### src/rtl/cm_pkg.sv
package cm_pkg;

  typedef enum logic [2:0] {
    KIND_DSP,
    KIND_DEV,
    KIND_USP,
    KIND_MEMDEV,
    KIND_LOGDEV,
    KIND_ROOT
  } comp_kind_e;

  localparam int unsigned DW = 32;

  // word bases of the capability regions
  localparam int unsigned RAS_BASE  = 'h10;
  localparam int unsigned LINK_BASE = 'h20;
  localparam int unsigned HDM_BASE  = 'h40;
  localparam int unsigned XSEC_BASE = 'h60;
  localparam int unsigned SNP_BASE  = 'h70;

  // decoder control bit positions
  localparam int unsigned BIT_COMMIT    = 9;
  localparam int unsigned BIT_COMMITTED = 10;
  localparam int unsigned BIT_ERR       = 11;

  localparam int unsigned DEC_REGS = 5;

  typedef struct packed {
    logic [11:0] ptr;
    logic [3:0]  ver;
    logic [15:0] id;
  } cap_entry_t;

  function automatic int unsigned cap_count(comp_kind_e k);
    case (k)
      KIND_DSP, KIND_DEV:                return 2;
      KIND_USP, KIND_MEMDEV, KIND_LOGDEV: return 3;
      default:                           return 5;
    endcase
  endfunction

  function automatic cap_entry_t cap_entry(int unsigned slot);
    cap_entry_t e;
    e = '0;
    case (slot)
      1: begin e.id = 16'd2; e.ver = 4'd2; e.ptr = 12'(RAS_BASE);  end
      2: begin e.id = 16'd4; e.ver = 4'd2; e.ptr = 12'(LINK_BASE); end
      3: begin e.id = 16'd5; e.ver = 4'd1; e.ptr = 12'(HDM_BASE);  end
      4: begin e.id = 16'd6; e.ver = 4'd1; e.ptr = 12'(XSEC_BASE); end
      5: begin e.id = 16'd8; e.ver = 4'd1; e.ptr = 12'(SNP_BASE);  end
      default: e = '0;
    endcase
    return e;
  endfunction

  function automatic logic [3:0] dec_count_code(int unsigned n);
    case (n)
      1:       return 4'd0;
      2:       return 4'd1;
      4:       return 4'd2;
      8:       return 4'd3;
      default: return 4'd0;
    endcase
  endfunction

  // write mask per decoder register: base lo, base hi, size lo, size hi, control
  function automatic logic [DW-1:0] dec_mask(int unsigned k);
    case (k)
      0, 2:    return 32'hF000_0000;
      1, 3:    return 32'hFFFF_FFFF;
      4:       return 32'h0000_13FF;
      default: return 32'h0;
    endcase
  endfunction

endpackage

### src/rtl/cm_mreg.sv
module cm_mreg #(
  parameter int unsigned       W      = 32,
  parameter logic [W-1:0]      RST    = '0,
  parameter logic [W-1:0]      MASK   = '1,
  parameter bit                COMMIT = 1'b0
) (
  input  logic         clk,
  input  logic         rst_n,
  input  logic         wr,
  input  logic [W-1:0] wdata,
  output logic [W-1:0] q
);
  import cm_pkg::*;

  logic [W-1:0] merged;
  logic [W-1:0] nxt;

  assign merged = (wdata & MASK) | (q & ~MASK);

  generate
    if (COMMIT) begin : g_commit
      always_comb begin
        nxt = merged;
        if (merged[BIT_COMMIT]) begin
          nxt[BIT_COMMIT]    = 1'b0;
          nxt[BIT_ERR]       = 1'b0;
          nxt[BIT_COMMITTED] = 1'b1;
        end
      end
    end else begin : g_plain
      assign nxt = merged;
    end
  endgenerate

  always_ff @(posedge clk or negedge rst_n) begin
    if (!rst_n)  q <= RST;
    else if (wr) q <= nxt;
  end
endmodule

### src/rtl/cm_cap_hdr.sv
module cm_cap_hdr #(
  parameter cm_pkg::comp_kind_e KIND = cm_pkg::KIND_ROOT
) (
  input  logic [2:0]  slot,
  output logic [31:0] rdata
);
  import cm_pkg::*;

  localparam int unsigned NCAP = cap_count(KIND);

  always_comb begin
    rdata = '0;
    if (slot == 3'd0) begin
      rdata[15:0]  = 16'd1;
      rdata[19:16] = 4'd1;
      rdata[23:20] = 4'd1;
      rdata[31:24] = 8'(NCAP);
    end else if (int'(slot) <= int'(NCAP)) begin
      rdata = cap_entry(int'(slot));
    end
  end
endmodule

### src/rtl/cm_ras_blk.sv
module cm_ras_blk (
  input  logic        clk,
  input  logic        rst_n,
  input  logic        wr,
  input  logic [3:0]  off,
  input  logic [31:0] wdata,
  output logic [31:0] rdata,
  output logic [31:0] unc_mask_q
);
  localparam logic [31:0] UNC_MASK = 32'h0001_CFFF;
  localparam logic [31:0] COR_MASK = 32'h0000_007F;

  logic [31:0] unc_sev_q;
  logic [31:0] cor_mask_q;

  cm_mreg #(.W(32), .RST(UNC_MASK), .MASK(UNC_MASK), .COMMIT(1'b0)) u_unc_mask (
    .clk(clk), .rst_n(rst_n), .wr(wr && off == 4'h1), .wdata(wdata), .q(unc_mask_q)
  );
  cm_mreg #(.W(32), .RST(UNC_MASK), .MASK(UNC_MASK), .COMMIT(1'b0)) u_unc_sev (
    .clk(clk), .rst_n(rst_n), .wr(wr && off == 4'h2), .wdata(wdata), .q(unc_sev_q)
  );
  cm_mreg #(.W(32), .RST(COR_MASK), .MASK(COR_MASK), .COMMIT(1'b0)) u_cor_mask (
    .clk(clk), .rst_n(rst_n), .wr(wr && off == 4'h4), .wdata(wdata), .q(cor_mask_q)
  );

  // status words and the capability/control word are read-only zero
  always_comb begin
    case (off)
      4'h1:    rdata = unc_mask_q;
      4'h2:    rdata = unc_sev_q;
      4'h4:    rdata = cor_mask_q;
      default: rdata = '0;
    endcase
  end
endmodule

### src/rtl/cm_hdm_blk.sv
module cm_hdm_blk #(
  parameter int unsigned N_DEC      = 1,
  parameter int unsigned DEC_STRIDE = 8
) (
  input  logic        clk,
  input  logic        rst_n,
  input  logic        wr,
  input  logic [4:0]  off,
  input  logic [31:0] wdata,
  output logic [31:0] rdata,
  output logic [31:0] gctrl_q,
  output logic [31:0] dec0_ctrl_q
);
  import cm_pkg::*;

  localparam int unsigned DEC_FIRST = 8;
  localparam logic [31:0] CAP_WORD  =
    {21'd0, 1'b0, 1'b1, 1'b1, 4'd1, dec_count_code(N_DEC)};

  logic [31:0] dq [N_DEC][DEC_REGS];

  cm_mreg #(.W(32), .RST(32'h0), .MASK(32'h3), .COMMIT(1'b0)) u_gctrl (
    .clk(clk), .rst_n(rst_n), .wr(wr && off == 5'd1), .wdata(wdata), .q(gctrl_q)
  );

  generate
    for (genvar i = 0; i < N_DEC; i++) begin : g_dec
      for (genvar k = 0; k < DEC_REGS; k++) begin : g_reg
        cm_mreg #(
          .W(32), .RST(32'h0), .MASK(dec_mask(k)), .COMMIT(k == 4)
        ) u_r (
          .clk(clk), .rst_n(rst_n),
          .wr(wr && off == 5'(DEC_FIRST + i*DEC_STRIDE + k)),
          .wdata(wdata), .q(dq[i][k])
        );
      end
    end
  endgenerate

  assign dec0_ctrl_q = dq[0][4];

  always_comb begin
    rdata = '0;
    if (off == 5'd0) rdata = CAP_WORD;
    if (off == 5'd1) rdata = gctrl_q;
    for (int i = 0; i < int'(N_DEC); i++) begin
      for (int k = 0; k < int'(DEC_REGS); k++) begin
        if (off == 5'(DEC_FIRST + i*DEC_STRIDE + k)) rdata = dq[i][k];
      end
    end
  end
endmodule

### src/rtl/cm_regfile.sv
module cm_regfile #(
  parameter cm_pkg::comp_kind_e KIND       = cm_pkg::KIND_ROOT,
  parameter int unsigned        AW         = 8,
  parameter int unsigned        N_DEC      = 1,
  parameter int unsigned        DEC_STRIDE = 8
) (
  input  logic          clk,
  input  logic          rst_n,
  input  logic          reg_wr_en,
  input  logic          reg_rd_en,
  input  logic          reg_wide,
  input  logic [AW-1:0] reg_addr,
  input  logic [31:0]   reg_wdata,
  output logic [31:0]   reg_rdata,
  output logic          reg_rvalid
);
  import cm_pkg::*;

  localparam bit HAS_HDM = cap_count(KIND) >= 3;

  logic        hdr_sel, ras_sel, hdm_sel, wr_ok;
  logic [31:0] hdr_rdata, ras_rdata, hdm_rdata, rd_mux;
  logic [31:0] unc_mask_q, gctrl_q, dec0_ctrl_q;

  assign wr_ok   = reg_wr_en && !reg_wide;
  assign hdr_sel = reg_addr < AW'(8);
  assign ras_sel = reg_addr >= AW'(RAS_BASE) && reg_addr < AW'(RAS_BASE + 16);
  assign hdm_sel = HAS_HDM && reg_addr >= AW'(HDM_BASE) && reg_addr < AW'(HDM_BASE + 32);

  cm_cap_hdr #(.KIND(KIND)) u_hdr (
    .slot(reg_addr[2:0]), .rdata(hdr_rdata)
  );

  cm_ras_blk u_ras (
    .clk(clk), .rst_n(rst_n), .wr(wr_ok && ras_sel), .off(reg_addr[3:0]),
    .wdata(reg_wdata), .rdata(ras_rdata), .unc_mask_q(unc_mask_q)
  );

  generate
    if (HAS_HDM) begin : g_hdm
      cm_hdm_blk #(.N_DEC(N_DEC), .DEC_STRIDE(DEC_STRIDE)) u_hdm (
        .clk(clk), .rst_n(rst_n), .wr(wr_ok && hdm_sel), .off(reg_addr[4:0]),
        .wdata(reg_wdata), .rdata(hdm_rdata), .gctrl_q(gctrl_q),
        .dec0_ctrl_q(dec0_ctrl_q)
      );
    end else begin : g_no_hdm
      assign hdm_rdata   = '0;
      assign gctrl_q     = '0;
      assign dec0_ctrl_q = '0;
    end
  endgenerate

  always_comb begin
    rd_mux = '0;
    if (hdr_sel)      rd_mux = hdr_rdata;
    else if (ras_sel) rd_mux = ras_rdata;
    else if (hdm_sel) rd_mux = hdm_rdata;
    if (reg_wide)     rd_mux = '0;
  end

  always_ff @(posedge clk or negedge rst_n) begin
    if (!rst_n) begin
      reg_rdata  <= '0;
      reg_rvalid <= 1'b0;
    end else begin
      reg_rvalid <= reg_rd_en;
      if (reg_rd_en) reg_rdata <= rd_mux;
    end
  end
endmodule

### config.mk
export PLATFORM = sky130hd
export DESIGN_NAME = cm_regfile
export DESIGN_NICKNAME = d
export VERILOG_FILES = /design/src/rtl/cm_pkg.sv /design/src/rtl/cm_mreg.sv /design/src/rtl/cm_cap_hdr.sv /design/src/rtl/cm_ras_blk.sv /design/src/rtl/cm_hdm_blk.sv /design/src/rtl/cm_regfile.sv
export SDC_FILE = /design/constraint.sdc
export NUM_CORES = 1
export LEC_CHECK = 0
export ABC_AREA = 1
export CORE_MARGIN = 5
export CORE_UTILIZATION = 40
export CTS_BUF_LIST = sky130_fd_sc_hd__clkbuf_8
export CTS_CLUSTER_SIZE = 30
export DETAILED_ROUTE_END_ITERATION = 10
export SLEW_MARGIN = 20
export SYNTH_ARGS = -nofsm -noshare
export SYNTH_HDL_FRONTEND = slang
export SYNTH_SLANG_ARGS = --single-unit
### constraint.sdc
create_clock -name clk -period 2 [get_ports clk]
set_clock_uncertainty 0.1 [all_clocks]
set_input_delay 0.3 -clock clk [delete_from_list [all_inputs] [get_ports clk]]
set_output_delay 0.3 -clock clk [all_outputs]
set_load 0.005 [all_outputs]
==> run metrics, run 1 <==
synthesis-stage register bit count=155; Layout fillers=1687; syn nets=869; FF/Latch Area=3930 um^2; synth-to-layout area growth=29.7%; register area share after synthesis=56.3%; Setup CP Type=primary input to flip-flop; Place WS=-0.302 ns; post-DP HPWL=13200 um; # rows=48; DR WL/cell=15.8 um; worst slew pin tran=0.483 ns; reg2reg end=reg_rdata[20]; Max-slew headroom=67.8%; drc violations=0; CTS Buf Count=17; Clk Tree Root Cell=clkbuf_8; chip height=142 um; design area=9040 um^2; GPL Wtd Cong=0.823; Tcrit/Tclk final=93.2%; die area=20200 um^2; Ant. Diodes=0; vias after detailed routing=5939; Setup crit start kind=primary input; share of layout cells above drive strength 1=17.5%; initial antenna violation count=0; clock buffer depth=2; Clock Sink Count=155; PortBufs=77; Final Hold Fails=0; starting density of the core=40.6%; met2 GRT Util=29.7%; RSZ-0062 raised after global routing=no; global routing usage on met1=28.5%; nets@finish=1012; vias in the first global route=5713; Peak Freq=536 MHz; Post-Syn Area=6970 um^2; arrival time worst endpoint=2.12 ns; Worst setup endpoint=reg_rdata[17]; Crit Path Max Fanout=5; commonest non-fill, non-tap cell in the layout=nand2_1; routed wire length=18900 um; placed cell areas=8650 um^2; Pre-Repair DR Iteration Count=5; Yosys warning count=0; Vias/cell=4.95; largest net degree at the start of global routing=46; VDD IR max=0.394 mV; launch point of the critical path=reg_addr[1]; Total GRT Usage=19.5%; status=finished, final reports clean; max-slew violations=0; Reg2Reg Depth=3; Leakage=0.00416 uW; flop-to-flop setup slack=0.80 ns; Cell variety after synth=31; multi-input logic area=2640 um^2; Max Cap Viol=0; CTS clk-pin slew, worst paths=0.09 ns; first-pass GRT wire length=31000 um; Mapped Avg Cell Area=8.50 um^2; Critical R2R Launch=g_hdm.u_hdm.g_dec[0].g_reg[3].u_r.q[20]; crit end category=flip-flop; PD cells=667 nW/um^2; num ports=78; Gate Count Post-Synth=820; total grt overflow=0; most frequent cells in the layout=295 x nand2_1, 118 x dfrtp_1, 97 x o21ai_0; DIE WIDTH=142 um; count of final setup violators=0; CTS H-tree lvls=4; Final min period=1.86 ns; Detailed Route Iter0 Violations=403; CTS tree=yes; post-route ant nets=0; type of the worst min-delay path=primary input to async pin; met3 Usage GRT=3.70%; Final WS setup=0.135 ns; GRT Max-Usage Layer=met2; Core ar.=17200 um^2; worst skew pair latency=0.45 ns; WP data required=2.26 ns
==> synth_stat cells, drive strengths merged <==
master | count | share of area, %
nand2 | 300 | 16
inv | 57 | 3.1
nor2 | 27 | 2.1
o31ai | 1 | 0.11
a21oi | 17 | 1.2
dfstp | 37 | 14
o2111ai | 2 | 0.25
o21ai | 156 | 11
ha | 4 | 0.72
clkbuf | 13 | 0.70
nand4 | 4 | 0.36
o211ai | 5 | 0.54
clkinv | 1 | 0.054
nand3 | 34 | 2.4
a22o | 5 | 0.63
dfrtp | 118 | 42
nor3 | 2 | 0.38
a22oi | 11 | 1.2
buf | 24 | 2.1
or2 | 1 | 0.090
nor3b | 1 | 0.11
==> worst min path at each step <==
stage / end / slack (ns) / depth (start not counted)
6_report: g_hdm.u_hdm.g_dec[0].g_reg[1].u_r.q[30] / 0.25 / 2
5_1_grt: reg_rvalid / 0.23 / 1
4_1_cts: reg_rvalid / 0.22 / 1
3_5_place_dp: g_hdm.u_hdm.g_dec[0].g_reg[1].u_r.q[30] / 0.17 / 1
3_3_place_gp: g_hdm.u_hdm.g_dec[0].g_reg[1].u_r.q[29] / 0.18 / 1
2_1_floorplan: g_hdm.u_hdm.g_dec[0].g_reg[0].u_r.q[28] / -0.1 / 0
==> worst max-delay path: stages <==
cell and delay (ns):
clkdlybuf4s50_1 0.48, buf_4 0.19, nor2_1 0.25, or2_2 0.18, nor3b_1 0.37, nand3_1 0.21
o211ai_1 0.13
==> final cells by class <==
cell class | count | area share (%)
flip-flops and latches | 155 | 43.4
multi-input cells | 570 | 29.1
repair buffers | 161 | 17.8
well taps | 225 | 3.11
clock buffers | 19 | 2.89
inverters | 58 | 2.41
clock inverters | 13 | 1.26
==> kinds of logic (layout without fill, tap and decap cells) <==
kind of cell | Yosys count | count (layout) | share of synthesized area [%]
DFF | 155 | 155 | 56.3
AOI/OAI and AO/OA | 197 | 197 | 15.1
adders and majority gates | 4 | 4 | 0.718
and+or+nand+nor | 369 | 369 | 21.9
buffers and inverters | 95 | 251 | 5.91
==> where the power goes <==
| group | leakage, uW | switching (uW) | total [uW] | internal, uW |
|---|---|---|---|---|
| Sequential | 0.00201 | 39.8 | 3260 | 3220 |
| Clock | 0.000213 | 1100 | 2240 | 1140 |
| Combinational | 0.00193 | 288 | 520 | 232 |
==> sequential cells by signal, indices dropped and copies added, names as in the netlist <==
name                       count
u_ras.u_cor_mask.q             7
reg_rvalid                     1
u_ras.u_unc_mask.q            15
g_hdm.u_hdm.g_dec.g.u_r.q     83
g_hdm.u_hdm.u_gctrl.q          2
reg_rdata                     32
u_ras.u_unc_sev.q             15
==> metal layers <==
| layer | wire (um) | share of wire, % |
|---|---|---|
| met5 | 0 | 0 |
| met4 | 279 | 1.5 |
| met3 | 842 | 4.5 |
| met2 | 8590 | 45 |
| met1 | 9210 | 49 |
==> metrics by stage <==
step / power (uW) / instances / hold WS (ns) / util, % / setup TNS [ns]
final: 6030 / 1201 / 0.247 / 52.6 / 0
after global routing: 6310 / 1201 / 0.226 / 52.6 / 0
after CTS: 6110 / 1201 / 0.216 / 52.6 / 0
after detailed placement: 3840 / 1168 / 0.174 / 50.4 / -16.02
after global placement: 3840 / 1168 / 0.176 / 50.4 / -15.16
after floorplan: 3500 / 820 / -0.0956 / - / 0
==> what timing repair did <==
action                    4_1_cts  5_1_grt
hold buffers                    1        0
buffers inserted                0        0
hold endpoints to repair       36        0
gates resized for setup         0        0
No activity file was read; power rests on OpenSTA's default activity.
==> run 2: changes to the inputs <==
CORE_ASPECT_RATIO = 0.75   (was unset)
CTS_BUF_LIST = unset   (was sky130_fd_sc_hd__clkbuf_8)
==> run metrics, run 2 (synthesis gave the netlist of run 1 again) <==
status=finished, final reports clean; Comb power frac=7.4% (-1.2 points); CTS Buf Count=17 (unchanged); share of layout cells above drive strength 1=17.2% (-0.32 points); Detailed Route Iter0 Violations=435 (+7.9%); die area=20200 um^2 (+0.13%); vias in the first global route=5645 (-1.2%); flop-to-flop setup slack=0.77 ns (-0.03 ns); RSZ-0062 raised after global routing=no; Hold Slack=0.255 ns (+0.00832 ns); sequential share of power=48.4% (-5.7 points); internal cell power=5100 uW (+11%); Setup CP Type=primary input to flip-flop; post-route ant nets=0 (unchanged); total grt overflow=0 (unchanged); multi-input logic area=2640 um^2 (unchanged); largest registers=g_hdm.u_hdm.g_dec.g.u_r.q (83), reg_rdata (32); hold buffers post-CTS=1 (unchanged); # rows=41 (-15%); Tcrit/Tclk final=90.3% (-2.9 points); Max-slew headroom=70.0% (+2.2 points); arrival time worst endpoint=2.01 ns (-0.11 ns); Core ar.=17000 um^2 (-1.1%); Net Sw Frac=24.5% (+0.78 points); worst skew pair latency=0.43 ns (-0.02 ns); PortBufs=77 (unchanged); clock buffer depth=2 (unchanged); Switch Pwr=1650 uW (+16%); placed cell areas=8560 um^2 (-1.1%); WP data required=2.20 ns (-0.06 ns); CTS clk-pin slew, worst paths=0.06 ns (-0.03 ns); Clock Sink Count=155 (unchanged); Post-CTS Resized=0 (unchanged); initial antenna violation count=0 (unchanged); CTS H-tree lvls=4 (unchanged); Crit Path Max Fanout=5 (unchanged); starting density of the core=41.0% (+0.47 points); Peak Freq=554 MHz (+3.3%); Setup crit start kind=primary input; largest net degree at the start of global routing=48 (+4.3%); Final WS setup=0.194 ns (+0.0589 ns); final std cells w/o fill=1201 (unchanged); post-DP HPWL=13200 um (-0.21%); drc violations=0 (unchanged); Final min period=1.81 ns (-0.0589 ns); end-of-flow core utilization=53.7% (+1.1 points); Layout fillers=1603 (-5.0%); VDD IR max=0.531 mV (+35%); num ports=78 (unchanged); Vias/cell=4.92 (-0.61%); nets@finish=1001 (-1.1%); CTS tree=yes; post-CTS setup buffers=0 (unchanged); Leakage=0.00416 uW (+0.14%); chip height=124 um (-12%); synth-to-layout area growth=30.8%; crit end category=flip-flop; vias after detailed routing=5903 (-0.61%); max-slew violations=0 (unchanged); commonest non-fill, non-tap cell in the layout=nand2_1; routed wire length=19200 um (+1.6%); Placed Cells=1168 (unchanged); FF/Latch Area=3930 um^2 (unchanged); Clk Tree Root Cell=clkbuf_16; max reg flops=83 (unchanged); type of the worst min-delay path=primary input to flip-flop; design area=9120 um^2 (+0.86%); first-pass GRT wire length=31300 um (+1.1%); Pre-Repair DR Iteration Count=5 (unchanged); PD cells=741 nW/um^2 (+11%); most frequent cells in the layout=295 x nand2_1, 118 x dfrtp_1, 97 x o21ai_0; GPL Wtd Cong=0.902 (+9.6%); Total GRT Usage=19.7% (+0.22 points); Place WS=-0.244 ns (+0.0585 ns); DR WL/cell=16.0 um (+1.6%); count of final setup violators=0 (unchanged); Ant. Diodes=0 (unchanged); most flop-heavy register=g_hdm.u_hdm.g_dec.g.u_r.q; worst slew pin tran=0.450 ns (-0.0329 ns); Clock power frac=44.2% (+7.0 points); Max Cap Viol=0 (unchanged); DIE WIDTH=162 um (+14%); Final Hold Fails=0 (unchanged)
[run 2: cell count changes in the layout (fill, tap and decap cells not counted), moves of 4 or more]
cell / change
clkinv_4: +4
clkbuf_8: -17
clkbuf_16: +17
buf_4: -9
inv_1: -6
[run 2: routing by layer]
| layer | share of wire [%] | up-vias | routed length, um | track usage, % |
|---|---|---|---|---|
| li1 | - | 2951 | - | - |
| met1 | 52 | 2761 | 10100 | 31.9 |
| met3 | 7.1 | 13 | 1370 | 5.06 |
| met4 | 0.76 | 0 | 146 | 4.38 |
| met2 | 40 | 178 | 7620 | 25.9 |
| met5 | 0 | - | 0 | 0 |
[run 2: layout make-up]
cell class / instances / area share (%)
Sequential cell: 155 / 43.0
Multi-Input combinational cell: 570 / 28.9
Timing Repair Buffer: 150 / 16.4
Clock buffer: 19 / 4.97
Tap cell: 236 / 3.24
Inverter: 58 / 2.39
Clock inverter: 13 / 1.03
[run 2: final timing paths]
| check | startpoint | endpoint | cells past startpoint |
|---|---|---|---|
| min in group asynchronous | rst_n | g_hdm.u_hdm.g_dec[0].g_reg[1].u_r.q[5] | 2 |
| hold reg to reg | g_hdm.u_hdm.g_dec[0].g_reg[4].u_r.q[10] | g_hdm.u_hdm.g_dec[0].g_reg[4].u_r.q[10] | 2 |
| setup / recovery | reg_addr[1] | reg_rdata[25] | 7 |
| setup reg to reg | g_hdm.u_hdm.u_gctrl.q[1] | reg_rdata[1] | 10 |
| max in group asynchronous | rst_n | u_ras.u_unc_mask.q[0] | 3 |
| hold / removal | reg_rd_en | reg_rvalid | 1 |
[run 2: power by group through the flow]
stage | sequential (uW) | clock (uW) | combinational (uW)
finish | 3270 | 2980 | 502
global route | 3270 | 3190 | 560
CTS | 3270 | 3050 | 510
detailed placement | 3320 | 0 | 505
global placement | 3320 | 0 | 503
floorplan | 3310 | 0 | 187
[run 2: critical path, cell delays in order]
cell and delay [ns]:
clkdlybuf4s50_1 0.63, inv_2 0.11, ha_1 0.29, or2_2 0.30
nor3b_1 0.16, nand3_1 0.12, o211ai_1 0.09
[run 2: through the flow]
step	power (uW)	TNS, ns
final	6750	0
after floorplan	3500	0
after global routing	7020	0
after global placement	3820	-9.73
after CTS	6820	0
after detailed placement	3820	-10.63
==> run 3: changes to the inputs <==
ABC_AREA = unset   (was 1)
clock period = 2.2 ns   (was 2 ns; I/O delays follow)
==> run metrics, run 3 <==
status=finished, final reports clean; Placed Cells=938 (-20%); flop-to-flop setup slack=0.65 ns (-0.12 ns); PortBufs=77 (unchanged); Commonest cells post-synth=118 x dfrtp_1, 101 x mux2_2, 37 x dfstp_2; syn nets=608 (-30%); CTS H-tree lvls=4 (unchanged); Clock Sink Count=155 (unchanged); CTS tree=yes; vias in the first global route=5743 (+1.7%); area leader, netlist=dfrtp_1; CP top delay family=simple AND/OR/NAND/NOR gates; Final WS setup=0.0997 ns (-0.0946 ns); most frequent cells in the layout=118 x dfrtp_1, 101 x mux2_2, 89 x buf_4; nets@finish=765 (-24%); PD cells=668 nW/um^2 (-9.9%); num ports=78 (unchanged); register area share after synthesis=55.2% (-1.1 points); commonest non-fill, non-tap cell in the layout=dfrtp_1; Detailed Route Iter0 Violations=397 (-8.7%); crit end category=flip-flop; Post-Syn Area=7110 um^2 (+2.0%); RSZ-0062 raised after global routing=no; most flop-heavy register=g_hdm.u_hdm.g_dec.g.u_r.q; arrival time worst endpoint=2.35 ns (+0.34 ns); DIE WIDTH=164 um (+0.94%); worst slew pin tran=0.499 ns (+0.0486 ns); Total GRT Usage=20.4% (+0.71 points); Vias/cell=5.49 (+12%); drc violations=0 (unchanged); Mapped Avg Cell Area=12.7 um^2 (+50%); total grt overflow=0 (unchanged); chip height=125 um (+0.92%); number of synthesized flops with an enable pin=0 (unchanged); Max Cap Viol=0 (unchanged); post-DP HPWL=15100 um (+14%); DR WL/cell=20.9 um (+30%); VDD IR max=0.452 mV (-15%); Core ar.=17600 um^2 (+3.4%); end-of-flow core utilization=53.7% (about the same); Setup CP Type=primary input to flip-flop; count of final setup violators=0 (unchanged); Post-synth top flop=dfrtp_1; Final min period=2.10 ns; worst skew pair latency=0.43 ns (about the same); Max-slew headroom=66.7% (-3.2 points); vias after detailed routing=5327 (-9.8%); synthesis-stage register bit count=155 (unchanged); synth-to-layout area growth=32.6%; Yosys warning count=0 (unchanged); top cell type's share of synthesized area=41.5% (-0.84 points); final std cells w/o fill=971 (-19%); Leakage=0.00425 uW (+2.2%); # rows=42 (+2.4%); crit path max-delay cell type=or4b_1; Peak Freq=476 MHz; post-route ant nets=0 (unchanged); Final Hold Fails=0 (unchanged); clock buffer depth=2 (unchanged); Layout fillers=1530 (-4.6%); Cell variety after synth=55 (+77%); Pre-Repair DR Iteration Count=5 (unchanged); die area=20600 um^2 (+1.9%); share of layout cells above drive strength 1=40.9% (+24 points); Gate Count Post-Synth=559 (-32%); post-CTS setup buffers=0 (unchanged); initial antenna violation count=0 (unchanged); buffer and inverter count on the worst path=2 (unchanged); Reg2Reg Depth=5 (-5); first-pass GRT wire length=32100 um (+2.4%); CTS clk-pin slew, worst paths=0.07 ns (about the same); Ant. Diodes=0 (unchanged); Setup crit start kind=primary input; max reg flops=83 (unchanged); CTS Buf Count=17 (unchanged); Clk Tree Root Cell=clkbuf_16; CP Depth=7 (unchanged); GPL Wtd Cong=0.909 (+0.81%); asr flop ratio synth=100% (unchanged); routed wire length=20300 um (+5.4%); max-slew violations=0 (unchanged); cells along the critical path=clkdlybuf4s50_1 > or2_1 > or4b_1 > buf_4 > nor4_1 > a21oi_1 > o21ai_0; largest registers=g_hdm.u_hdm.g_dec.g.u_r.q (83), reg_rdata (32); Tcrit/Tclk final=95.5%; top-count cell post-synth=dfrtp_1; largest net degree at the start of global routing=55 (+15%); Crit Path Max Fanout=8 (+3); CP max stage delay=0.56 ns (-0.07 ns); Synth area leaders=dfrtp_1 42%, mux2_2 16%, dfstp_2 14%; starting density of the core=40.5% (-0.54 points); Place WS=-0.285 ns (-0.0415 ns); WP data required=2.45 ns (+0.25 ns); type of the worst min-delay path=primary input to async pin
[run 3: final timing paths]
kind / startpoint / endpoint
setup / recovery: reg_addr[3] / reg_rdata[7]
hold reg to reg: g_hdm.u_hdm.g_dec[0].g_reg[4].u_r.q[10] / g_hdm.u_hdm.g_dec[0].g_reg[4].u_r.q[10]
min in group clk: g_hdm.u_hdm.g_dec[0].g_reg[4].u_r.q[10] / g_hdm.u_hdm.g_dec[0].g_reg[4].u_r.q[10]
setup reg to reg: u_ras.u_unc_sev.q[3] / reg_rdata[3]
max in group asynchronous: rst_n / u_ras.u_unc_sev.q[6]
hold / removal: rst_n / g_hdm.u_hdm.g_dec[0].g_reg[3].u_r.q[26]
[run 3: what timing repair did]
item                                   4_1_cts  5_1_grt
gates resized for setup                      0        1
endpoints found under the hold margin       38        0
hold buffers                                 1        0
setup endpoints to repair                    0        1
[run 3: cells by family after synthesis]
logic type / after synthesis / synth area share [%]
AND/OR/NAND/NOR: 98 / 7.46
buffers and inverters: 50 / 3.06
adder cells (fa/ha/maj): 4 / 0.704
flip-flops: 155 / 55.2
AO/OA/AOI/OAI: 128 / 12.9
multiplexers: 124 / 20.6
[run 3: power by group]
| group | total [uW] | internal [uW] | leakage (uW) | switching (uW) |
|---|---|---|---|---|
| Clock | 2830 | 1570 | 0.000266 | 1250 |
| Combinational | 505 | 237 | 0.00198 | 267 |
| Sequential | 2960 | 2930 | 0.00201 | 33.9 |
[run 3: through the flow]
stage	setup TNS [ns]	hold slack, ns	cell area, um^2	power (uW)
6_report	0	0.329	9430	6300
5_1_grt	0	0.365	9430	6510
4_1_cts	0	0.327	9430	6340
3_5_place_dp	-28.92	0.216	8850	3520
3_3_place_gp	-28.00	0.203	8850	3500
2_1_floorplan	0	-0.0656	7110	3170
[run 3: layout make-up]
cell class,instances,area [um^2],share of cell area [%]
clock buffer,17,425,4.51
clock inverter,15,140,1.49
inverter,13,50.0,0.531
multi-input combinational,354,2980,31.6
sequential,155,3930,41.6
tap,242,303,3.21
timing repair buffer,175,1610,17.1
[run 3: layer usage]
metal,up-vias,share of wire [%],GRT usage [%]
met1,2747,47,28.9
li1,2403,-,-
met2,155,46,30.8
met3,22,5.9,5.43
met5,-,0,0
met4,0,1.5,6.26
